===== src/rtl/twp_pkg.sv =====
package twp_pkg;
    typedef enum logic [1:0] {
        ST_IDLE  = 2'd0,
        ST_SRC   = 2'd1,
        ST_DST   = 2'd2,
        ST_FLUSH = 2'd3
    } twp_state_e;
endpackage


===== src/rtl/twp_split.sv =====
module twp_split #(
    parameter int VLW = 6,
    parameter int SLW = 2,
    localparam int IDXW = VLW + SLW
) (
    input  logic [IDXW-1:0] idx,
    input  logic [VLW-1:0]  vl,
    input  logic [SLW-1:0]  code,
    output logic [IDXW-1:0] elem,
    output logic [SLW-1:0]  lane,
    output logic [IDXW-1:0] total,
    output logic [SLW:0]    len,
    output logic            in_range
);
    logic [IDXW-1:0] len_w;
    logic [IDXW-1:0] rem_w;

    always_comb begin
        len      = (SLW+1)'(code) + (SLW+1)'(1);
        len_w    = IDXW'(len);
        total    = IDXW'(vl) * len_w;
        elem     = idx / len_w;
        rem_w    = idx % len_w;
        lane     = rem_w[SLW-1:0];
        in_range = idx < total;
    end
endmodule


===== src/rtl/twp_engine.sv =====
module twp_engine
    import twp_pkg::*;
#(
    parameter int XLEN = 64,
    parameter int VLW  = 6,
    parameter int SLW  = 2,
    localparam int IDXW = VLW + SLW,
    localparam int CW   = VLW + 1
) (
    input  logic            clk,
    input  logic            rst_n,
    input  logic            wr_en,
    input  logic [IDXW-1:0] elem_in,
    input  logic [SLW-1:0]  lane_in,
    input  logic [IDXW-1:0] total_in,
    input  logic [SLW:0]    len_in,
    input  logic            in_range,
    input  logic [VLW-1:0]  vl_in,
    input  logic [XLEN-1:0] src_mask,
    input  logic [XLEN-1:0] dst_mask,
    output logic            busy,
    output logic            valid,
    output logic            exhausted,
    output logic [IDXW-1:0] dst_idx,
    output logic [VLW-1:0]  dst_elem,
    output logic [SLW-1:0]  dst_lane,
    output logic [IDXW-1:0] src_elem,
    output logic [SLW-1:0]  src_lane
);
    typedef struct packed {
        twp_state_e      st;
        logic [XLEN-1:0] shs;
        logic [XLEN-1:0] shd;
        logic [VLW-1:0]  pos;
        logic [VLW-1:0]  vl;
        logic [CW-1:0]   cs;
        logic [CW-1:0]   cd;
        logic [SLW:0]    len;
        logic [IDXW-1:0] total;
        logic [IDXW-1:0] selem;
        logic [SLW-1:0]  slane;
        logic            valid;
        logic            exh;
        logic [IDXW-1:0] didx;
        logic [VLW-1:0]  delem;
        logic [SLW-1:0]  dlane;
    } eng_t;

    eng_t q, d;

    always_comb begin
        d = q;
        unique case (q.st)
            ST_IDLE: ;
            ST_FLUSH: begin
                d.valid = 1'b1;
                d.exh   = 1'b1;
                d.didx  = q.total;
                d.delem = q.vl;
                d.dlane = '0;
                d.st    = ST_IDLE;
            end
            ST_SRC: begin
                if (IDXW'(q.pos) == q.selem) begin
                    d.st  = ST_DST;
                    d.pos = '0;
                    d.cd  = '0;
                end else begin
                    d.cs  = q.cs + CW'(q.shs[0]);
                    d.shs = q.shs >> 1;
                    d.pos = q.pos + VLW'(1);
                end
            end
            ST_DST: begin
                if (q.pos == q.vl) begin
                    d.valid = 1'b1;
                    d.exh   = 1'b1;
                    d.didx  = q.total;
                    d.delem = q.vl;
                    d.dlane = '0;
                    d.st    = ST_IDLE;
                end else if (q.shd[0] && (q.cd == q.cs)) begin
                    d.valid = 1'b1;
                    d.exh   = 1'b0;
                    d.delem = q.pos;
                    d.dlane = q.slane;
                    d.didx  = IDXW'(q.pos) * IDXW'(q.len) + IDXW'(q.slane);
                    d.st    = ST_IDLE;
                end else begin
                    d.cd  = q.cd + CW'(q.shd[0]);
                    d.shd = q.shd >> 1;
                    d.pos = q.pos + VLW'(1);
                end
            end
            default: d.st = ST_IDLE;
        endcase

        if (wr_en) begin
            d.st    = in_range ? ST_SRC : ST_FLUSH;
            d.shs   = src_mask;
            d.shd   = dst_mask;
            d.pos   = '0;
            d.vl    = vl_in;
            d.cs    = '0;
            d.cd    = '0;
            d.len   = len_in;
            d.total = total_in;
            d.selem = elem_in;
            d.slane = lane_in;
            d.valid = 1'b0;
            d.exh   = 1'b0;
        end
    end

    always_ff @(posedge clk) begin
        if (!rst_n) q <= '0;
        else        q <= d;
    end

    assign busy      = (q.st != ST_IDLE);
    assign valid     = q.valid;
    assign exhausted = q.exh;
    assign dst_idx   = q.didx;
    assign dst_elem  = q.delem;
    assign dst_lane  = q.dlane;
    assign src_elem  = q.selem;
    assign src_lane  = q.slane;


    busy_valid_excl_chk: assert property (@(posedge clk) disable iff (!rst_n)
        !(busy && valid));

    write_starts_chk: assert property (@(posedge clk) disable iff (!rst_n)
        wr_en |=> (busy && !valid));

    scan_ends_chk: assert property (@(posedge clk) disable iff (!rst_n)
        (busy && !wr_en) |=> (busy || valid));

    lane_keep_chk: assert property (@(posedge clk) disable iff (!rst_n)
        (valid && !exhausted) |-> (dst_lane == src_lane && dst_idx < q.total));

    result_hold_chk: assert property (@(posedge clk) disable iff (!rst_n)
        (valid && !wr_en) |=> (valid && $stable(dst_idx) && $stable(exhausted)));
endmodule


===== src/rtl/twinpred_restart_xlate.sv =====
module twinpred_restart_xlate #(
    parameter int XLEN = 64,
    parameter int VLW  = 6,
    parameter int SLW  = 2,
    localparam int IDXW = VLW + SLW
) (
    input  logic            clk,
    input  logic            rst_n,
    input  logic            wr_en,
    input  logic [IDXW-1:0] wr_idx,
    input  logic [XLEN-1:0] src_mask,
    input  logic [XLEN-1:0] dst_mask,
    input  logic [VLW-1:0]  vlen,
    input  logic [SLW-1:0]  sub_code,
    output logic            busy,
    output logic            valid,
    output logic            exhausted,
    output logic [IDXW-1:0] dst_idx,
    output logic [VLW-1:0]  dst_elem,
    output logic [SLW-1:0]  dst_lane,
    output logic [IDXW-1:0] src_elem,
    output logic [SLW-1:0]  src_lane
);
    logic [IDXW-1:0] sp_elem;
    logic [SLW-1:0]  sp_lane;
    logic [IDXW-1:0] sp_total;
    logic [SLW:0]    sp_len;
    logic            sp_in_range;

    twp_split #(.VLW(VLW), .SLW(SLW)) u_split (
        .idx      (wr_idx),
        .vl       (vlen),
        .code     (sub_code),
        .elem     (sp_elem),
        .lane     (sp_lane),
        .total    (sp_total),
        .len      (sp_len),
        .in_range (sp_in_range)
    );

    twp_engine #(.XLEN(XLEN), .VLW(VLW), .SLW(SLW)) u_engine (
        .clk       (clk),
        .rst_n     (rst_n),
        .wr_en     (wr_en),
        .elem_in   (sp_elem),
        .lane_in   (sp_lane),
        .total_in  (sp_total),
        .len_in    (sp_len),
        .in_range  (sp_in_range),
        .vl_in     (vlen),
        .src_mask  (src_mask),
        .dst_mask  (dst_mask),
        .busy      (busy),
        .valid     (valid),
        .exhausted (exhausted),
        .dst_idx   (dst_idx),
        .dst_elem  (dst_elem),
        .dst_lane  (dst_lane),
        .src_elem  (src_elem),
        .src_lane  (src_lane)
    );
endmodule


===== config.mk =====
export PLATFORM = sky130hd
export DESIGN_NAME = twinpred_restart_xlate
export DESIGN_NICKNAME = d
export VERILOG_FILES = /design/src/rtl/twp_pkg.sv /design/src/rtl/twp_split.sv /design/src/rtl/twp_engine.sv /design/src/rtl/twinpred_restart_xlate.sv
export SDC_FILE = /design/constraint.sdc
export NUM_CORES = 1
export LEC_CHECK = 0
export ABC_AREA = 1
export BUFFER_PORTS_ARGS = -buffer_cell sky130_fd_sc_hd__buf_4
export CAP_MARGIN = 10
export CELL_PAD_IN_SITES_DETAIL_PLACEMENT = 2
export CELL_PAD_IN_SITES_GLOBAL_PLACEMENT = 2
export CORE_ASPECT_RATIO = 0.8
export CORE_MARGIN = 1
export CORE_UTILIZATION = 34
export CTS_CLUSTER_DIAMETER = 30
export DETAILED_ROUTE_END_ITERATION = 7
export PLACE_DENSITY = 0.95
export SYNTH_ARGS = -nofsm -noshare
export SYNTH_HDL_FRONTEND = slang
export SYNTH_HIERARCHICAL = 1
export SYNTH_SLANG_ARGS = --single-unit

===== constraint.sdc =====
create_clock -name clk -period 33 [get_ports clk]
set_clock_uncertainty 0.05 [all_clocks]
set_input_delay 6.6 -clock clk [delete_from_list [all_inputs] [get_ports clk]]
set_output_delay 6.6 -clock clk [all_outputs]
set_load 0.05 [all_outputs]

-- Word-level counts from Yosys, hierarchy flattened
Index checks and enable logic that the tools add are counted.
- flip-flop bits (word level): 195
- input bits: 147
- output and inout port bits: 29
- word-level logic and storage cells: 80
- $add $sub $neg: 5
- $mul: 2
- divide/modulo/power cells: 2
- $lt $le $gt $ge: 1
- eq/ne operators: 15
- muxes and demuxes: 22
- bitwise gates (word level): 2
- reductions and logical operators: 15
- operators with widths (cell ; count):
    $mux W64 ; 3
    $mux W179 ; 1
    $mux W70 ; 2
    $mux W18 ; 2
    $pmux W18 S2 ; 1
    $mux W7 ; 5
    $mul A6 B3 Y8 ; 2
    $add A7 B1 Y7 ; 2
    $pmux W7 S2 ; 1
    $pmux W6 S2 ; 1
    $ne A2 B2 Y1 const B ; 5
    $reduce_bool A2 Y1 ; 5
    $reduce_and A3 Y1 ; 3
    $add A8 B2 Y8 ; 1
    $div A8 B3 Y8 ; 1
    $eq A6 B8 Y1 ; 1
    $lt A8 B8 Y1 ; 1
    $mod A8 B3 Y8 ; 1
    $mux W2 ; 4
    $eq A7 B7 Y1 ; 1
    $add A6 B1 Y6 const B ; 1
    $eq A6 B6 Y1 ; 1
    $mux W6 ; 1
    $pmux W2 S3 ; 1
    other kinds (13) ; 17

-- Logic depth before layout (Yosys ltp)
Gate-level depths: netlist (run 1).
- depth after elaboration: 6
- depth in mapped cells: 76
- gate-level depth less buffers: 76

-- By module
The synthesis (run 1) kept the hierarchy.
- modules (own cells, without submodules) (module ; instances ; cells an instance ; area each (um^2) ; sequential area each (um^2)):
    twp_engine ; 1 ; 1440 ; 9705.6 ; 3903.7
    twp_split ; 1 ; 334 ; 2079.5 ; 0.0

-- Least setup slack after synthesis (run 1)
No wires, ideal clock.
- kind: input to register
- start: input sub_code[0]
- end: register u_engine.q, in the netlist u_engine/src_lane[1]
- setup time: 0.116 ns
- arrival time: 15.094 ns
- data required time: 32.834 ns
- slack: 17.740 ns
- cell stages on the path: 68
- buffers on the path: 0
- cell sequence: inv_1 ha_1 inv_2 o211ai_2 nand3_1 nand2_1 ha_1 o21ai_2 a21oi_4 inv_2 o21ai_1 inv_1 ha_1 a21oi_1 nand2_1 nand2_1 nand2_1 o21ai_1 [... 32 more ...] nand2_1 inv_1 nand3_2 nor2_4 o21ai_0 fa_1 o21ai_0 nand2_1 a31oi_1 nand2_1 inv_1 nand2_2 nor2_4 nand2_2 nand2_1 nand2_1 nor2_1 nor2_1
- cells in the longest elaborated chain, start to end: 2
- RTL lines (what ; line ; RTL):
    start, declared ; twinpred_restart_xlate.sv:14 ; input logic [SLW-1:0] sub_code,
    $add A2 B1 Y3 ; twp_split.sv:19 ; len = (SLW+1)'(code) + (SLW+1)'(1);
    via sp_len[1] ; twinpred_restart_xlate.sv:27 ; logic [SLW:0] sp_len;
    $mod A8 B3 Y8 ; twp_split.sv:23 ; rem_w = idx % len_w;
    via sp_lane[1] ; twinpred_restart_xlate.sv:25 ; logic [SLW-1:0] sp_lane;
    end signal, assigned ; twp_engine.sv:116 ; if (!rst_n) q <= '0;
    end signal, assigned ; twp_engine.sv:117 ; else q <= d;
    end, declared ; twp_engine.sv:49 ; eng_t q, d;
The timed path passes the listed nets, and every way through them passes these cells.
A chain may end at the register's enable or synchronous reset.

-- Final worst setup path (run 1)
- start: input sub_code[0]
- end: register u_engine.q, in the netlist u_engine/src_lane[0]
Same word-level chain as after synthesis.

==> results of run 1 <==
==> final cells by class <==
| cell class | count | area, um2 |
|---|---|---|
| Clock inverter | 12 | 118 |
| Antenna cell | 1 | 2.50 |
| Inverter | 157 | 594 |
| Sequential cell | 195 | 3900 |
| Fill cell | 4084 | 20200 |
| Tap cell | 465 | 582 |
| Clock buffer | 20 | 447 |
| Timing Repair Buffer | 183 | 1370 |
| Multi-Input combinational cell | 1298 | 6600 |
==> synth_stat cells, types with 5 or more instances <==
cell,instances,area [um2]
sky130_fd_sc_hd__nor2_1,213,800
sky130_fd_sc_hd__nand3_1,96,480
sky130_fd_sc_hd__inv_2,13,48.8
sky130_fd_sc_hd__buf_2,20,100
sky130_fd_sc_hd__buf_1,5,18.8
sky130_fd_sc_hd__nand2_2,13,81.3
sky130_fd_sc_hd__nand2_1,506,1900
sky130_fd_sc_hd__nor3_1,5,25.0
sky130_fd_sc_hd__fa_1,11,220
sky130_fd_sc_hd__nand3_2,20,200
sky130_fd_sc_hd__inv_1,144,541
sky130_fd_sc_hd__ha_1,58,726
sky130_fd_sc_hd__o21ai_1,41,205
sky130_fd_sc_hd__buf_6,11,124
sky130_fd_sc_hd__buf_4,32,240
sky130_fd_sc_hd__dfxtp_1,195,3900
sky130_fd_sc_hd__xor2_1,15,131
sky130_fd_sc_hd__nand4_1,14,87.6
sky130_fd_sc_hd__o21ai_0,87,435
sky130_fd_sc_hd__clkbuf_1,56,210
sky130_fd_sc_hd__a21oi_1,176,881
==> registers in the layout, indices dropped and copies added, names as in the netlist <==
signal              count
u_engine/valid          1
u_engine/q            167
u_engine/dst_lane       2
u_engine/exhausted      1
u_engine/dst_elem       6
u_engine/src_elem       8
u_engine/src_lane       2
u_engine/dst_idx        8
==> report_power, final <==
part	internal [mW]	switching (mW)
Clock	0.102	0.104
Sequential	0.256	0.0158
Combinational	0.121	0.255
Total	0.478	0.374
==> critical path, delay by kind of cell <==
kind                     cells  cell delay [ns]
AND/OR/NAND/NOR             32             3.64
AO/OA/AOI/OAI               16             2.74
adder cells (fa/ha/maj)      8             2.73
buffers and inverters       16             1.72
==> per-layer routing <==
layer	vias up	global-route usage, %	wire [um]
li1	5785	-	-
met1	5855	29.5	18800
met2	189	42.5	20700
met3	65	5.57	1910
met4	2	7.71	975
met5	-	0	8
==> worst max path at each step <==
stage	from	to	depth (start not counted)
after floorplan	sub_code[0]	u_engine/src_lane[1]	68
after global placement	sub_code[0]	u_engine/src_lane[0]	69
after detailed placement	sub_code[0]	u_engine/src_lane[0]	72
after CTS	sub_code[0]	u_engine/src_lane[0]	72
after global routing	sub_code[0]	u_engine/src_lane[0]	72
final	sub_code[0]	u_engine/src_lane[0]	72
==> kinds of logic (layout without fill, tap and decap cells) <==
group | count (synthesis) | count (layout)
and+or+nand+nor | 890 | 890
AOI/OAI and AO/OA | 320 | 320
buffers and inverters | 281 | 372
DFF | 195 | 195
adders and majority gates | 69 | 69
xor gates and xnor gates | 19 | 19
other | 0 | 1
==> flow_summary.html, run 1 <==
<table>
<tr><th>Metric</th><th>Value</th></tr>
<tr><th colspan="2">Status</th></tr>
<tr><td>Result of the run</td><td>complete, no violations</td></tr>
<tr><th colspan="2">Worst setup path</th></tr>
<tr><td>Endpoint class of the critical path</td><td>flop</td></tr>
<tr><td>Worst EP arrival</td><td>17.46 ns</td></tr>
<tr><td>Delay of the slowest cell on the worst path</td><td>0.46 ns</td></tr>
<tr><td>Largest fanout on the critical path</td><td>12</td></tr>
<tr><td>Cell repeated most along the worst path</td><td>sky130_fd_sc_hd__nand2_1</td></tr>
<tr><td>Critical path startpoint category</td><td>input pin</td></tr>
<tr><td>Critical path class</td><td>input pin to flop</td></tr>
<tr><td>Slack of the worst reg-to-reg path</td><td>29.66 ns</td></tr>
<tr><td>Endpoint of the worst-slack reg-to-reg timing path</td><td>u_engine/q[78]</td></tr>
<tr><td>FF-to-FF Start</td><td>u_engine/q[194]</td></tr>
<tr><td>WP data required</td><td>33.30 ns</td></tr>
<tr><td>R2r worst-path depth</td><td>8</td></tr>
<tr><td>Highest-delay cell along the critical path</td><td>sky130_fd_sc_hd__ha_1</td></tr>
<tr><th colspan="2">Final layout</th></tr>
<tr><td>Layout-stage area growth over the synthesis result</td><td>15.6%</td></tr>
<tr><td>Final Util</td><td>~40%</td></tr>
<tr><td>Most used cells in the layout excluding fill and tap cells</td><td>sky130_fd_sc_hd__nand2_1 (506), sky130_fd_sc_hd__nor2_1 (213), sky130_fd_sc_hd__dfxtp_1 (195)</td></tr>
<tr><td>Most common library cell in the layout ignoring fill and taps</td><td>sky130_fd_sc_hd__nand2_1</td></tr>
<tr><td>Share of cells above drive strength 1</td><td>15.2%</td></tr>
<tr><td>Nets</td><td>2068</td></tr>
<tr><td>Cell area after layout</td><td>13600 um2</td></tr>
<tr><td>Final Instance Count excl. Fillers</td><td>~2300</td></tr>
<tr><th colspan="2">Logic synthesis</th></tr>
<tr><td>Count of distinct cell types in the synthesized netlist</td><td>42</td></tr>
<tr><td>Mapped Cells</td><td>1774</td></tr>
<tr><td>Total number of yosys warnings</td><td>6</td></tr>
<tr><td>Share of the synthesized area in compound gates (AO/OA/AOI/OAI)</td><td>14.2%</td></tr>
<tr><td>Sequential fraction of the synthesis area</td><td>33.1%</td></tr>
<tr><td>Synthesized-area fraction occupied by and/or/nand/nor cells</td><td>32.3%</td></tr>
<tr><td>Async set or reset register ratio after synthesis</td><td>0%</td></tr>
<tr><td>Multiplexer area fraction after synthesis</td><td>0%</td></tr>
<tr><td>Synthesized-area fraction occupied by adder cells</td><td>about 8%</td></tr>
<tr><td>Synth Area in XOR/XNOR</td><td>1.41%</td></tr>
<tr><td>Most instantiated flip-flop cell in the synthesis netlist</td><td>sky130_fd_sc_hd__dfxtp_1</td></tr>
<tr><td>Largest family of logic cells by synthesized area</td><td>simple AND/OR/NAND/NOR gates</td></tr>
<tr><td>Post-synthesis cell area</td><td>11800 um2</td></tr>
<tr><td>Synthesized Nets</td><td>1990</td></tr>
<tr><td>Post-synthesis sequential element count</td><td>roughly 200</td></tr>
<tr><td>Per-instance average area after synthesis</td><td>between 6 and 7 um2</td></tr>
<tr><td>Number of synthesized flops with an enable pin</td><td>0</td></tr>
<tr><th colspan="2">Floorplanning</th></tr>
<tr><td>Die Height</td><td>169 um</td></tr>
<tr><td>Top-level port count</td><td>176</td></tr>
<tr><td>Number of standard-cell rows in the floorplan</td><td>60</td></tr>
<tr><td>Effective utilization at floorplan</td><td>34.8%</td></tr>
<tr><td>Die area</td><td>35400 um2</td></tr>
<tr><td>Placeable Area</td><td>33900 um2</td></tr>
<tr><td>Die X</td><td>210 um</td></tr>
<tr><th colspan="2">Timing</th></tr>
<tr><td>Final critical delay including setup and external delays</td><td>17.16 ns</td></tr>
<tr><td>Final hold violation count</td><td>0</td></tr>
<tr><td>Maximum clock frequency</td><td>approximately 0.058 GHz</td></tr>
<tr><td>Setup repair after global routing missed its margin</td><td>false</td></tr>
<tr><td>Worst hold slack</td><td>0.419 ns</td></tr>
<tr><td>Worst Setup Slack, final</td><td>approximately 16 ns</td></tr>
<tr><td>Setup violation total in the final timing report</td><td>0</td></tr>
<tr><td>Worst slew pin tran</td><td>0.938 ns</td></tr>
<tr><td>Final Max Tran Viols</td><td>0</td></tr>
<tr><td>Share of the clock period used by the worst path</td><td>52.0%</td></tr>
<tr><td>Worst slew margin relative to its limit</td><td>37.5%</td></tr>
<tr><td>Setup TNS</td><td>0 ns</td></tr>
<tr><th colspan="2">Clocking</th></tr>
<tr><td>Level count of the clock H-tree</td><td>4</td></tr>
<tr><td>Register clock-pin slew on the reported worst setup and hold paths</td><td>0.08 ns</td></tr>
<tr><td>CTS Hold Bufs</td><td>0</td></tr>
<tr><td>Number of buffers created by CTS</td><td>17</td></tr>
<tr><td>Worst-skew pair later-pin latency</td><td>0.45 ns</td></tr>
<tr><td>Count of cells resized by post-cts repair</td><td>0</td></tr>
<tr><td>CTS Root Cell</td><td>sky130_fd_sc_hd__clkbuf_16</td></tr>
<tr><td>CTS tree</td><td>yes</td></tr>
<tr><td>Clock sink count</td><td>195</td></tr>
<tr><td>Buffer depth of the longest clock path</td><td>2</td></tr>
<tr><td>Post CTS Setup Buffer Count</td><td>0</td></tr>
<tr><th colspan="2">Detailed routing</th></tr>
<tr><td>ANT nets after route</td><td>0</td></tr>
<tr><td>Count of TritonRoute iterations in the first routing pass</td><td>4</td></tr>
<tr><td>Routed length per placed instance</td><td>18.2 um</td></tr>
<tr><td>Iteration-0 DRC Markers</td><td>529</td></tr>
<tr><td>DRT Wirelength</td><td>42400 um</td></tr>
<tr><td>Vias</td><td>11900</td></tr>
<tr><td>Number of DRC violations after detailed routing</td><td>0</td></tr>
<tr><td>Post-DR vias/cell</td><td>5.10</td></tr>
<tr><th colspan="2">Min path</th></tr>
<tr><td>Depth of the worst hold-timing path</td><td>2</td></tr>
<tr><td>Worst hold path type</td><td>flop to flop</td></tr>
<tr><td>Worst Hold Path EP</td><td>u_engine/q[142]</td></tr>
<tr><td>Hold Path Origin</td><td>u_engine/q[142]</td></tr>
<tr><th colspan="2">Power</th></tr>
<tr><td>Static power due to leakage</td><td>roughly 6.3 nW</td></tr>
<tr><td>Total power</td><td>852 uW</td></tr>
<tr><td>IR Drop Worst-Case VDD</td><td>0.0405 mV</td></tr>
<tr><td>Power density over cell area</td><td>62.6 nW/um2</td></tr>
<tr><th colspan="2">Global route</th></tr>
<tr><td>Via count of the first global-routing pass</td><td>between 10000 and 15000</td></tr>
<tr><td>Global router's overall resource usage</td><td>24.3%</td></tr>
<tr><td>Number of antenna violations at the first check in global routing</td><td>2</td></tr>
<tr><td>Congestion Overflow GR</td><td>0</td></tr>
<tr><td>First-pass GRT wire length</td><td>between 60000 and 70000 um</td></tr>
<tr><td>Maximum number of pins on one net before global-route repair</td><td>95</td></tr>
<tr><th colspan="2">Placed design</th></tr>
<tr><td>Final HPWL from detailed placement</td><td>31300 um</td></tr>
<tr><td>Cells after DPL</td><td>2298</td></tr>
<tr><td>Placement-stage cell area</td><td>13100 um2</td></tr>
<tr><td>Number of input and output port buffers inserted</td><td>175</td></tr>
<tr><td>Global placement routability congestion</td><td>0.860</td></tr>
<tr><td>Dpl ws</td><td>15.35 ns</td></tr>
<tr><th colspan="2">Job</th></tr>
<tr><td>Number of max-cap violations</td><td>0</td></tr>
</table>
No activity file was read; power rests on OpenSTA's default activity.
==> run 2, diff against run 1 <==
--- a/config.mk
+++ b/config.mk
@@ -5,17 +5,17 @@
 export SDC_FILE = /design/constraint.sdc
 export NUM_CORES = 1
 export LEC_CHECK = 0
-export ABC_AREA = 1
+export ABC_AREA = 0
 export BUFFER_PORTS_ARGS = -buffer_cell sky130_fd_sc_hd__buf_4
 export CAP_MARGIN = 10
 export CELL_PAD_IN_SITES_DETAIL_PLACEMENT = 2
 export CELL_PAD_IN_SITES_GLOBAL_PLACEMENT = 2
 export CORE_ASPECT_RATIO = 0.8
 export CORE_MARGIN = 1
-export CORE_UTILIZATION = 34
+export CORE_UTILIZATION = 30
 export CTS_CLUSTER_DIAMETER = 30
 export DETAILED_ROUTE_END_ITERATION = 7
-export PLACE_DENSITY = 0.95
+export PLACE_DENSITY = 0.85
 export SYNTH_ARGS = -nofsm -noshare
 export SYNTH_HDL_FRONTEND = slang
 export SYNTH_HIERARCHICAL = 1
==> constraint.sdc (replaced) <==
create_clock -name clk -period 14.25 [get_ports clk]
set_clock_uncertainty 0.05 [all_clocks]
set_input_delay 2.85 -clock clk [delete_from_list [all_inputs] [get_ports clk]]
set_output_delay 2.85 -clock clk [all_outputs]
set_load 0.05 [all_outputs]
==> run 2 against run 1 <==
Clock-buffer cell count grew 1; die area rose by 8.4%; via count fell by 9.2%; final area fell by 1.8%; critical endpoint unchanged; highest routed layer is now met4.
==> flow_summary.html, run 2 <==
<table>
<tr><th>Metric</th><th>Value</th></tr>
<tr><th colspan="2">Status</th></tr>
<tr><td>Result of the run</td><td>complete, no violations</td></tr>
<tr><th colspan="2">Worst setup path</th></tr>
<tr><td>Cell repeated most along the worst path</td><td>sky130_fd_sc_hd__ha_1</td></tr>
<tr><td>FF-to-FF Start</td><td>u_engine/q[61]</td></tr>
<tr><td>Endpoint of the worst-slack reg-to-reg timing path</td><td>u_engine/dst_idx[7]</td></tr>
<tr><td>Critical path class</td><td>input pin to flop</td></tr>
<tr><td>Largest fanout on the critical path</td><td>12 (unchanged)</td></tr>
<tr><td>Highest-delay cell along the critical path</td><td>sky130_fd_sc_hd__mux2_2</td></tr>
<tr><td>Crit path from</td><td>sub_code[0]</td></tr>
<tr><td>Endpoint class of the critical path</td><td>flop</td></tr>
<tr><td>Delay of the slowest cell on the worst path</td><td>0.41 ns (-0.05 ns)</td></tr>
<tr><td>Critical path startpoint category</td><td>input pin</td></tr>
<tr><td>Worst EP arrival</td><td>14.05 ns (-3.41 ns)</td></tr>
<tr><td>R2r worst-path depth</td><td>9 (+1)</td></tr>
<tr><td>WP data required</td><td>14.51 ns (-18.79 ns)</td></tr>
<tr><td>Last element of the critical path</td><td>u_engine/src_lane[0]</td></tr>
<tr><td>Slack of the worst reg-to-reg path</td><td>10.98 ns (-18.68 ns)</td></tr>
<tr><th colspan="2">Power</th></tr>
<tr><td>Power density over cell area</td><td>136 nW/um2 (+120%)</td></tr>
<tr><td>IR Drop Worst-Case VDD</td><td>0.0530 mV (+31%)</td></tr>
<tr><td>Part of the power in the clock network</td><td>27.0% (+2.9 points)</td></tr>
<tr><td>Total power</td><td>1.82 mW (+110%)</td></tr>
<tr><td>Sequential cell fraction of total power</td><td>34.7% (+2.9 points)</td></tr>
<tr><td>Cell-internal power</td><td>1.13 mW (+140%)</td></tr>
<tr><td>Sw Share</td><td>37.9% (-6.0 points)</td></tr>
<tr><td>Static power due to leakage</td><td>5.39 nW (-15%)</td></tr>
<tr><td>Reported net switching power</td><td>689 uW (+84%)</td></tr>
<tr><td>Combinational share of power</td><td>38.3% (-5.8 points)</td></tr>
<tr><th colspan="2">Final layout</th></tr>
<tr><td>Most used cells in the layout excluding fill and tap cells</td><td>sky130_fd_sc_hd__o21ai_0 (201), sky130_fd_sc_hd__buf_4 (198), sky130_fd_sc_hd__dfxtp_1 (195)</td></tr>
<tr><td>Max reg flops</td><td>167 (unchanged)</td></tr>
<tr><td>Area used by multi-input combinational logic</td><td>6670 um2 (+1.0%)</td></tr>
<tr><td>Reg with most FFs</td><td>u_engine/q</td></tr>
<tr><td>Diode insertion count for antenna repair</td><td>0 (-1)</td></tr>
<tr><td>Most common library cell in the layout ignoring fill and taps</td><td>sky130_fd_sc_hd__o21ai_0</td></tr>
<tr><td>Sequential standard cell area</td><td>3900 um2 (unchanged)</td></tr>
<tr><td>Fill cell instance count of the final layout</td><td>4195 (+2.7%)</td></tr>
<tr><td>Nets</td><td>1699 (-18%)</td></tr>
<tr><td>Cell area after layout</td><td>13400 um2 (-1.8%)</td></tr>
<tr><td>Share of cells above drive strength 1</td><td>18.6% (+3.4 points)</td></tr>
<tr><td>Final Util</td><td>36.1% (-4.1 points)</td></tr>
<tr><td>Layout-stage area growth over the synthesis result</td><td>18.5%</td></tr>
<tr><th colspan="2">Global route</th></tr>
<tr><td>Maximum number of pins on one net before global-route repair</td><td>110 (+16%)</td></tr>
<tr><td>Number of antenna violations at the first check in global routing</td><td>0 (-2)</td></tr>
<tr><td>Global router's overall resource usage</td><td>20.5% (-3.9 points)</td></tr>
<tr><td>First-pass GRT wire length</td><td>62500 um (-9.7%)</td></tr>
<tr><td>Congestion Overflow GR</td><td>0 (unchanged)</td></tr>
<tr><td>Via count of the first global-routing pass</td><td>11500 (-14%)</td></tr>
<tr><th colspan="2">Floorplanning</th></tr>
<tr><td>Top-level port count</td><td>176 (unchanged)</td></tr>
<tr><td>Number of standard-cell rows in the floorplan</td><td>63 (+5.0%)</td></tr>
<tr><td>Die X</td><td>219 um (+4.1%)</td></tr>
<tr><td>Die area</td><td>38400 um2 (+8.4%)</td></tr>
<tr><td>Placeable Area</td><td>37000 um2 (+9.4%)</td></tr>
<tr><td>Effective utilization at floorplan</td><td>30.5% (-4.3 points)</td></tr>
<tr><td>Die Height</td><td>175 um (+4.1%)</td></tr>
<tr><th colspan="2">Timing</th></tr>
<tr><td>Maximum clock frequency</td><td>0.0725 GHz</td></tr>
<tr><td>Share of the clock period used by the worst path</td><td>between 90% and 100%</td></tr>
<tr><td>Worst hold slack</td><td>0.426 ns (+0.00717 ns)</td></tr>
<tr><td>Final Max Tran Viols</td><td>0 (unchanged)</td></tr>
<tr><td>Worst slew margin relative to its limit</td><td>21.3% (-16 points)</td></tr>
<tr><td>Worst slew pin tran</td><td>1.18 ns (+0.239 ns)</td></tr>
<tr><td>Final hold violation count</td><td>0 (unchanged)</td></tr>
<tr><td>Setup violation total in the final timing report</td><td>0 (unchanged)</td></tr>
<tr><td>Final critical delay including setup and external delays</td><td>roughly 14 ns</td></tr>
<tr><th colspan="2">Clocking</th></tr>
<tr><td>Buffer depth of the longest clock path</td><td>2 (unchanged)</td></tr>
<tr><td>Register clock-pin slew on the reported worst setup and hold paths</td><td>0.07 ns (about the same)</td></tr>
<tr><td>Clock sink count</td><td>195 (unchanged)</td></tr>
<tr><td>CTS tree</td><td>yes</td></tr>
<tr><td>CTS Root Cell</td><td>sky130_fd_sc_hd__clkbuf_16</td></tr>
<tr><td>Level count of the clock H-tree</td><td>4 (unchanged)</td></tr>
<tr><td>Number of buffers created by CTS</td><td>17 (unchanged)</td></tr>
<tr><td>Worst-skew pair later-pin latency</td><td>0.45 ns (about the same)</td></tr>
<tr><td>CTS Hold Bufs</td><td>0 (unchanged)</td></tr>
<tr><th colspan="2">Detailed routing</th></tr>
<tr><td>Post-DR vias/cell</td><td>5.45 (+6.7%)</td></tr>
<tr><td>DRT Wirelength</td><td>39800 um (-6.1%)</td></tr>
<tr><td>Number of DRC violations after detailed routing</td><td>0 (unchanged)</td></tr>
<tr><td>Routed length per placed instance</td><td>20.1 um (+10%)</td></tr>
<tr><td>Count of TritonRoute iterations in the first routing pass</td><td>4 (unchanged)</td></tr>
<tr><td>Iteration-0 DRC Markers</td><td>558 (+5.5%)</td></tr>
<tr><td>ANT nets after route</td><td>0 (unchanged)</td></tr>
<tr><td>Vias</td><td>10800 (-9.2%)</td></tr>
<tr><th colspan="2">Logic synthesis</th></tr>
<tr><td>Total number of yosys warnings</td><td>6 (unchanged)</td></tr>
<tr><td>Proportion of netlist area held by the largest area contributor</td><td>34.6% (+1.5 points)</td></tr>
<tr><td>Sequential fraction of the synthesis area</td><td>34.6% (+1.5 points)</td></tr>
<tr><td>Post-synthesis sequential element count</td><td>195 (unchanged)</td></tr>
<tr><td>Most instantiated flip-flop cell in the synthesis netlist</td><td>sky130_fd_sc_hd__dfxtp_1</td></tr>
<tr><td>Main area contributors after synthesis</td><td>sky130_fd_sc_hd__dfxtp_1 (35%), sky130_fd_sc_hd__o21ai_0 (9.0%), sky130_fd_sc_hd__a31oi_1 (7.1%), sky130_fd_sc_hd__ha_1 (6.4%), sky130_fd_sc_hd__nand2_1 (6.2%)</td></tr>
<tr><td>Per-instance average area after synthesis</td><td>8.03 um2 (+21%)</td></tr>
<tr><td>Async set or reset register ratio after synthesis</td><td>0% (unchanged)</td></tr>
<tr><td>Most frequent cell after synthesis</td><td>sky130_fd_sc_hd__o21ai_0</td></tr>
<tr><td>Number of synthesized flops with an enable pin</td><td>0 (unchanged)</td></tr>
<tr><td>Synthesized Nets</td><td>1622 (-18%)</td></tr>
<tr><td>Mapped Cells</td><td>1406 (-21%)</td></tr>
<tr><td>Count of distinct cell types in the synthesized netlist</td><td>69 (+64%)</td></tr>
<tr><td>Post-synthesis cell area</td><td>11300 um2 (-4.2%)</td></tr>
<tr><td>Most common library cells after synthesis</td><td>sky130_fd_sc_hd__o21ai_0 (204), sky130_fd_sc_hd__dfxtp_1 (195), sky130_fd_sc_hd__nand2_1 (186), sky130_fd_sc_hd__a31oi_1 (128)</td></tr>
<tr><td>Cell accounting for the most synthesized area</td><td>sky130_fd_sc_hd__dfxtp_1</td></tr>
<tr><th colspan="2">Job</th></tr>
<tr><td>Number of max-cap violations</td><td>0 (unchanged)</td></tr>
<tr><th colspan="2">Placed design</th></tr>
<tr><td>Global placement routability congestion</td><td>0.801 (-6.9%)</td></tr>
<tr><td>Final HPWL from detailed placement</td><td>27500 um (-12%)</td></tr>
<tr><td>Number of input and output port buffers inserted</td><td>175 (unchanged)</td></tr>
<tr><td>Placement-stage cell area</td><td>12700 um2 (-2.8%)</td></tr>
<tr><th colspan="2">Min path</th></tr>
<tr><td>Worst hold path type</td><td>flop to flop</td></tr>
</table>
run 2: cell families after synthesis:
family	Yosys count	synth area share (%)
simple gates	410	17.0
mux	59	5.45
compound gates	468	24.8
buf+inv	173	7.28
flops	195	34.6
xor+xnor	32	2.48
fa+ha+maj	69	8.38
run 2: layer usage:
metal / track usage, % / routed length [um]
met3: 3.32 / 1220
met1: 26.6 / 18500
met2: 34.3 / 19200
met5: 0 / 0
met4: 6.92 / 913
run 2: power by group through the flow:
stage | clock network, mW | logic (mW) | registers, mW
global placement | 0 | 0.626 | 0.640
detailed placement | 0 | 0.662 | 0.642
floorplan | 0 | 0.474 | 0.623
finish | 0.491 | 0.697 | 0.631
CTS | 0.507 | 0.667 | 0.630
global route | 0.529 | 0.758 | 0.635
run 2: cell type report:
class / instances / area share, %
Tap cell: 487 / 4.56
Clock inverter: 11 / 0.945
Multi-Input combinational cell: 1038 / 49.9
Clock buffer: 21 / 3.37
Inverter: 33 / 0.964
Sequential cell: 195 / 29.2
Timing Repair Buffer: 198 / 11.1
run 2: what timing repair did:
item,4_1_cts,5_1_grt
endpoints found under the setup margin,0,3
gates resized for setup,0,21
buffers inserted,0,4
run 2: worst max-delay path: cells and delay by family:
family,cells,cell delay (ns)
fa+ha+maj,8,2.76
buf+inv,3,0.53
compound gates,21,3.34
mux,8,2.10
simple gates,16,2.46
run 2: through the flow:
stage / setup slack (ns) / TNS [ns] / cells
finish: 0.462 / 0 / 1983
global route: -0.129 / -0.247 / 1983
CTS: 0.0514 / 0 / 1979
detailed placement: -0.374 / -0.930 / 1947
global placement: 0.553 / 0 / 1947
floorplan: 1.21 / 0 / 1406
run 2: worst min path at each step:
stage               depth (start not counted)              end  slack, ns       startpoint
CTS                                         2  u_engine/q[189]       0.43  u_engine/q[190]
finish                                      2  u_engine/q[184]       0.43  u_engine/q[185]
detailed placement                          1   u_engine/valid       0.42   u_engine/valid
floorplan                                   2  u_engine/q[192]       0.40  u_engine/q[192]
global placement                            2  u_engine/q[155]       0.41  u_engine/q[156]
global route                                2  u_engine/q[183]       0.45  u_engine/q[184]
==> run 3, diff against run 2 <==
--- a/config.mk
+++ b/config.mk
@@ -5,17 +5,17 @@
 export SDC_FILE = /design/constraint.sdc
 export NUM_CORES = 1
 export LEC_CHECK = 0
-export ABC_AREA = 0
+export ABC_AREA = 1
 export BUFFER_PORTS_ARGS = -buffer_cell sky130_fd_sc_hd__buf_4
 export CAP_MARGIN = 10
 export CELL_PAD_IN_SITES_DETAIL_PLACEMENT = 2
 export CELL_PAD_IN_SITES_GLOBAL_PLACEMENT = 2
 export CORE_ASPECT_RATIO = 0.8
 export CORE_MARGIN = 1
-export CORE_UTILIZATION = 30
+export CORE_UTILIZATION = 29
 export CTS_CLUSTER_DIAMETER = 30
 export DETAILED_ROUTE_END_ITERATION = 7
-export PLACE_DENSITY = 0.85
+export PLACE_DENSITY = 0.87
 export SYNTH_ARGS = -nofsm -noshare
 export SYNTH_HDL_FRONTEND = slang
 export SYNTH_HIERARCHICAL = 1
==> run 3 against run 2 <==
First-iteration DRC count grew 4.8%; sequential power is essentially flat; register-to-register slack worse by 0.03 ns; via count rose by 8.8%; flip-flop and latch count is the same; worst setup slack gained 0.62 ns; critical path type unchanged.
==> flow_summary.html, run 3 (synthesis gave the netlist of run 1 again) <==
<table>
<tr><th>Metric</th><th>Value</th></tr>
<tr><th colspan="2">Worst setup path</th></tr>
<tr><td>Highest-delay cell along the critical path</td><td>sky130_fd_sc_hd__ha_1</td></tr>
<tr><td>FF-to-FF Start</td><td>u_engine/q[194]</td></tr>
<tr><td>Delay of the slowest cell on the worst path</td><td>0.44 ns (+0.03 ns)</td></tr>
<tr><td>Cell repeated most along the worst path</td><td>sky130_fd_sc_hd__nand2_1</td></tr>
<tr><td>Worst EP arrival</td><td>13.47 ns (-0.58 ns)</td></tr>
<tr><td>Crit path from</td><td>sub_code[0]</td></tr>
<tr><td>Critical path buffers and inverters</td><td>16 (+13)</td></tr>
<tr><td>Critical path startpoint category</td><td>input pin</td></tr>
<tr><td>Critical path class</td><td>input pin to flop</td></tr>
<tr><td>WP data required</td><td>14.55 ns (+0.04 ns)</td></tr>
<tr><td>Largest fanout on the critical path</td><td>12 (unchanged)</td></tr>
<tr><td>Worst path top cell family by delay</td><td>simple AND/OR/NAND/NOR gates</td></tr>
<tr><td>Endpoint class of the critical path</td><td>flop</td></tr>
<tr><th colspan="2">Clocking</th></tr>
<tr><td>Register clock-pin slew on the reported worst setup and hold paths</td><td>0.08 ns (about the same)</td></tr>
<tr><td>CTS Hold Bufs</td><td>0 (unchanged)</td></tr>
<tr><td>Post CTS Setup Buffer Count</td><td>0 (unchanged)</td></tr>
<tr><td>Buffer depth of the longest clock path</td><td>2 (unchanged)</td></tr>
<tr><td>CTS tree</td><td>yes</td></tr>
<tr><td>Clock sink count</td><td>195 (unchanged)</td></tr>
<tr><td>Worst-skew pair later-pin latency</td><td>0.46 ns (about the same)</td></tr>
<tr><td>CTS Root Cell</td><td>sky130_fd_sc_hd__clkbuf_16</td></tr>
<tr><td>Count of cells resized by post-cts repair</td><td>0 (unchanged)</td></tr>
<tr><td>Level count of the clock H-tree</td><td>4 (unchanged)</td></tr>
<tr><td>Number of buffers created by CTS</td><td>17 (unchanged)</td></tr>
<tr><th colspan="2">Detailed routing</th></tr>
<tr><td>ANT nets after route</td><td>0 (unchanged)</td></tr>
<tr><td>Iteration-0 DRC Markers</td><td>585 (+4.8%)</td></tr>
<tr><td>Routed length per placed instance</td><td>17.1 um (-15%)</td></tr>
<tr><td>DRT Wirelength</td><td>41000 um (+2.9%)</td></tr>
<tr><td>Vias</td><td>11700 (+8.8%)</td></tr>
<tr><td>Count of TritonRoute iterations in the first routing pass</td><td>4 (unchanged)</td></tr>
<tr><td>Number of DRC violations after detailed routing</td><td>0 (unchanged)</td></tr>
<tr><td>Post-DR vias/cell</td><td>4.89 (-10%)</td></tr>
<tr><th colspan="2">Power</th></tr>
<tr><td>Static power due to leakage</td><td>6.33 nW (+18%)</td></tr>
<tr><td>Power density over cell area</td><td>144 nW/um2 (+5.7%)</td></tr>
<tr><td>IR Drop Worst-Case VDD</td><td>0.0799 mV (+51%)</td></tr>
<tr><th colspan="2">Min path</th></tr>
<tr><td>Worst hold path type</td><td>flop to flop</td></tr>
<tr><td>Hold Path Origin</td><td>u_engine/q[150]</td></tr>
<tr><th colspan="2">Global route</th></tr>
<tr><td>Maximum number of pins on one net before global-route repair</td><td>109 (-0.91%)</td></tr>
<tr><td>Congestion Overflow GR</td><td>0 (unchanged)</td></tr>
<tr><td>Global router's overall resource usage</td><td>20.1% (-0.39 points)</td></tr>
<tr><td>Number of antenna violations at the first check in global routing</td><td>0 (unchanged)</td></tr>
<tr><td>Via count of the first global-routing pass</td><td>12900 (+12%)</td></tr>
<tr><td>First-pass GRT wire length</td><td>66600 um (+6.4%)</td></tr>
<tr><th colspan="2">Timing</th></tr>
<tr><td>Setup violation total in the final timing report</td><td>0 (unchanged)</td></tr>
<tr><td>Worst slew pin tran</td><td>1.07 ns (-0.103 ns)</td></tr>
<tr><td>Setup TNS</td><td>0 ns (unchanged)</td></tr>
<tr><td>Worst slew margin relative to its limit</td><td>28.4% (+7.1 points)</td></tr>
<tr><td>Setup repair after global routing missed its margin</td><td>false</td></tr>
<tr><td>Final hold violation count</td><td>0 (unchanged)</td></tr>
<tr><td>Maximum clock frequency</td><td>0.0759 GHz (+4.7%)</td></tr>
<tr><td>Final Max Tran Viols</td><td>0 (unchanged)</td></tr>
<tr><td>Final critical delay including setup and external delays</td><td>13.17 ns (-0.620 ns)</td></tr>
<tr><td>Share of the clock period used by the worst path</td><td>92.4% (-4.4 points)</td></tr>
<tr><th colspan="2">Floorplanning</th></tr>
<tr><td>Die area</td><td>41500 um2 (+7.9%)</td></tr>
<tr><td>Die X</td><td>227 um (+3.9%)</td></tr>
<tr><td>Effective utilization at floorplan</td><td>29.6% (-0.83 points)</td></tr>
<tr><td>Number of standard-cell rows in the floorplan</td><td>65 (+3.2%)</td></tr>
<tr><td>Die Height</td><td>182 um (+3.9%)</td></tr>
<tr><td>Placeable Area</td><td>39800 um2 (+7.3%)</td></tr>
<tr><td>Top-level port count</td><td>176 (unchanged)</td></tr>
<tr><th colspan="2">Placed design</th></tr>
<tr><td>Final HPWL from detailed placement</td><td>29900 um (+8.8%)</td></tr>
<tr><td>Global placement routability congestion</td><td>0.825 (+3.0%)</td></tr>
<tr><td>Number of input and output port buffers inserted</td><td>175 (unchanged)</td></tr>
<tr><td>Cells after DPL</td><td>2369 (+22%)</td></tr>
<tr><th colspan="2">Final layout</th></tr>
<tr><td>Nets</td><td>2068 (+22%)</td></tr>
<tr><td>Reg with most FFs</td><td>u_engine/q</td></tr>
<tr><td>Layout-stage area growth over the synthesis result</td><td>16.3%</td></tr>
<tr><td>Final Util</td><td>34.5% (-1.6 points)</td></tr>
<tr><td>Diode insertion count for antenna repair</td><td>0 (unchanged)</td></tr>
<tr><td>Fill cell instance count of the final layout</td><td>4759 (+13%)</td></tr>
<tr><td>Share of cells above drive strength 1</td><td>15.3% (-3.2 points)</td></tr>
<tr><td>Max reg flops</td><td>167 (unchanged)</td></tr>
<tr><td>Most common library cell in the layout ignoring fill and taps</td><td>sky130_fd_sc_hd__nand2_1</td></tr>
<tr><td>Final Instance Count excl. Fillers</td><td>2401 (+21%)</td></tr>
<tr><td>Most used cells in the layout excluding fill and tap cells</td><td>sky130_fd_sc_hd__nand2_1 (506), sky130_fd_sc_hd__nor2_1 (211), sky130_fd_sc_hd__dfxtp_1 (195)</td></tr>
<tr><th colspan="2">Job</th></tr>
<tr><td>Number of max-cap violations</td><td>0 (unchanged)</td></tr>
<tr><th colspan="2">Status</th></tr>
<tr><td>Result of the run</td><td>complete, no violations</td></tr>
</table>
## run 3: cell count changes in the layout (fill, tap and decap cells not counted), sizes merged, moves of 12 or more
cell,before,now
xnor2,20,4
and2,23,2
nand2,186,523
nor2b,13,0
mux2i,51,0
a21oi,43,180
o21ai,218,129
inv,35,162
nand3,76,120
a31oi,130,2
buf,198,183
o21a,12,0
nand2b,13,0
nor2,56,219
## run 3: final timing paths
kind / cells after the start / endpoint / slack [ns]
worst max register to register: 8 / u_engine/q[76] / 10.95
worst min register to register: 2 / u_engine/q[150] / 0.42
worst max-delay path: 72 / u_engine/src_lane[0] / 1.08
worst min-delay path: 2 / u_engine/q[150] / 0.42
## run 3: area by class of cell
class | instances | area, um2 | share of cell area, %
Clock buffer | 19 | 443 | 3.23
Sequential cell | 195 | 3900 | 28.5
Clock inverter | 13 | 120 | 0.876
Timing Repair Buffer | 183 | 1370 | 10.0
Multi-Input combinational cell | 1298 | 6600 | 48.2
Tap cell | 536 | 671 | 4.89
Inverter | 157 | 594 | 4.34
## run 3: stage by stage
step | total power, mW | area [um2] | hold slack [ns] | setup slack [ns]
6_report | 1.97 | 13700 | 0.415 | 1.08
5_1_grt | 2.11 | 13700 | 0.440 | 0.0916
4_1_cts | 1.99 | 13700 | 0.418 | 0.830
3_5_place_dp | 1.51 | 13100 | 0.407 | 0.331
3_3_place_gp | 1.44 | 13100 | 0.400 | 1.56
2_1_floorplan | 1.28 | 11800 | 0.378 | 2.74
## run 3: worst register-to-register path, stage by stage (launching register included)
cell	delay (ns)
sky130_fd_sc_hd__dfxtp_1	0.43
sky130_fd_sc_hd__inv_1	0.12
sky130_fd_sc_hd__nor2_2	0.60
sky130_fd_sc_hd__nand3_4	0.31
sky130_fd_sc_hd__nand2_4	0.27
sky130_fd_sc_hd__buf_4	0.84
sky130_fd_sc_hd__nand3_1	0.30
sky130_fd_sc_hd__o21ai_1	0.16
sky130_fd_sc_hd__nor2_1	0.06
## run 3: report_power, final
group	internal [mW]	switching, mW
Sequential	0.592	0.0356
Clock	0.234	0.245
Combinational	0.283	0.581
Total	1.11	0.862
## run 3: routing by layer
| layer | vias up | global-route usage, % | part of all wire [%] |
|---|---|---|---|
| li1 | 5781 | - | - |
| met1 | 5753 | 25.2 | 45 |
| met2 | 169 | 35.0 | 49 |
| met3 | 42 | 3.83 | 4.3 |
| met4 | 0 | 5.26 | 1.5 |
| met5 | - | 0 | 0 |
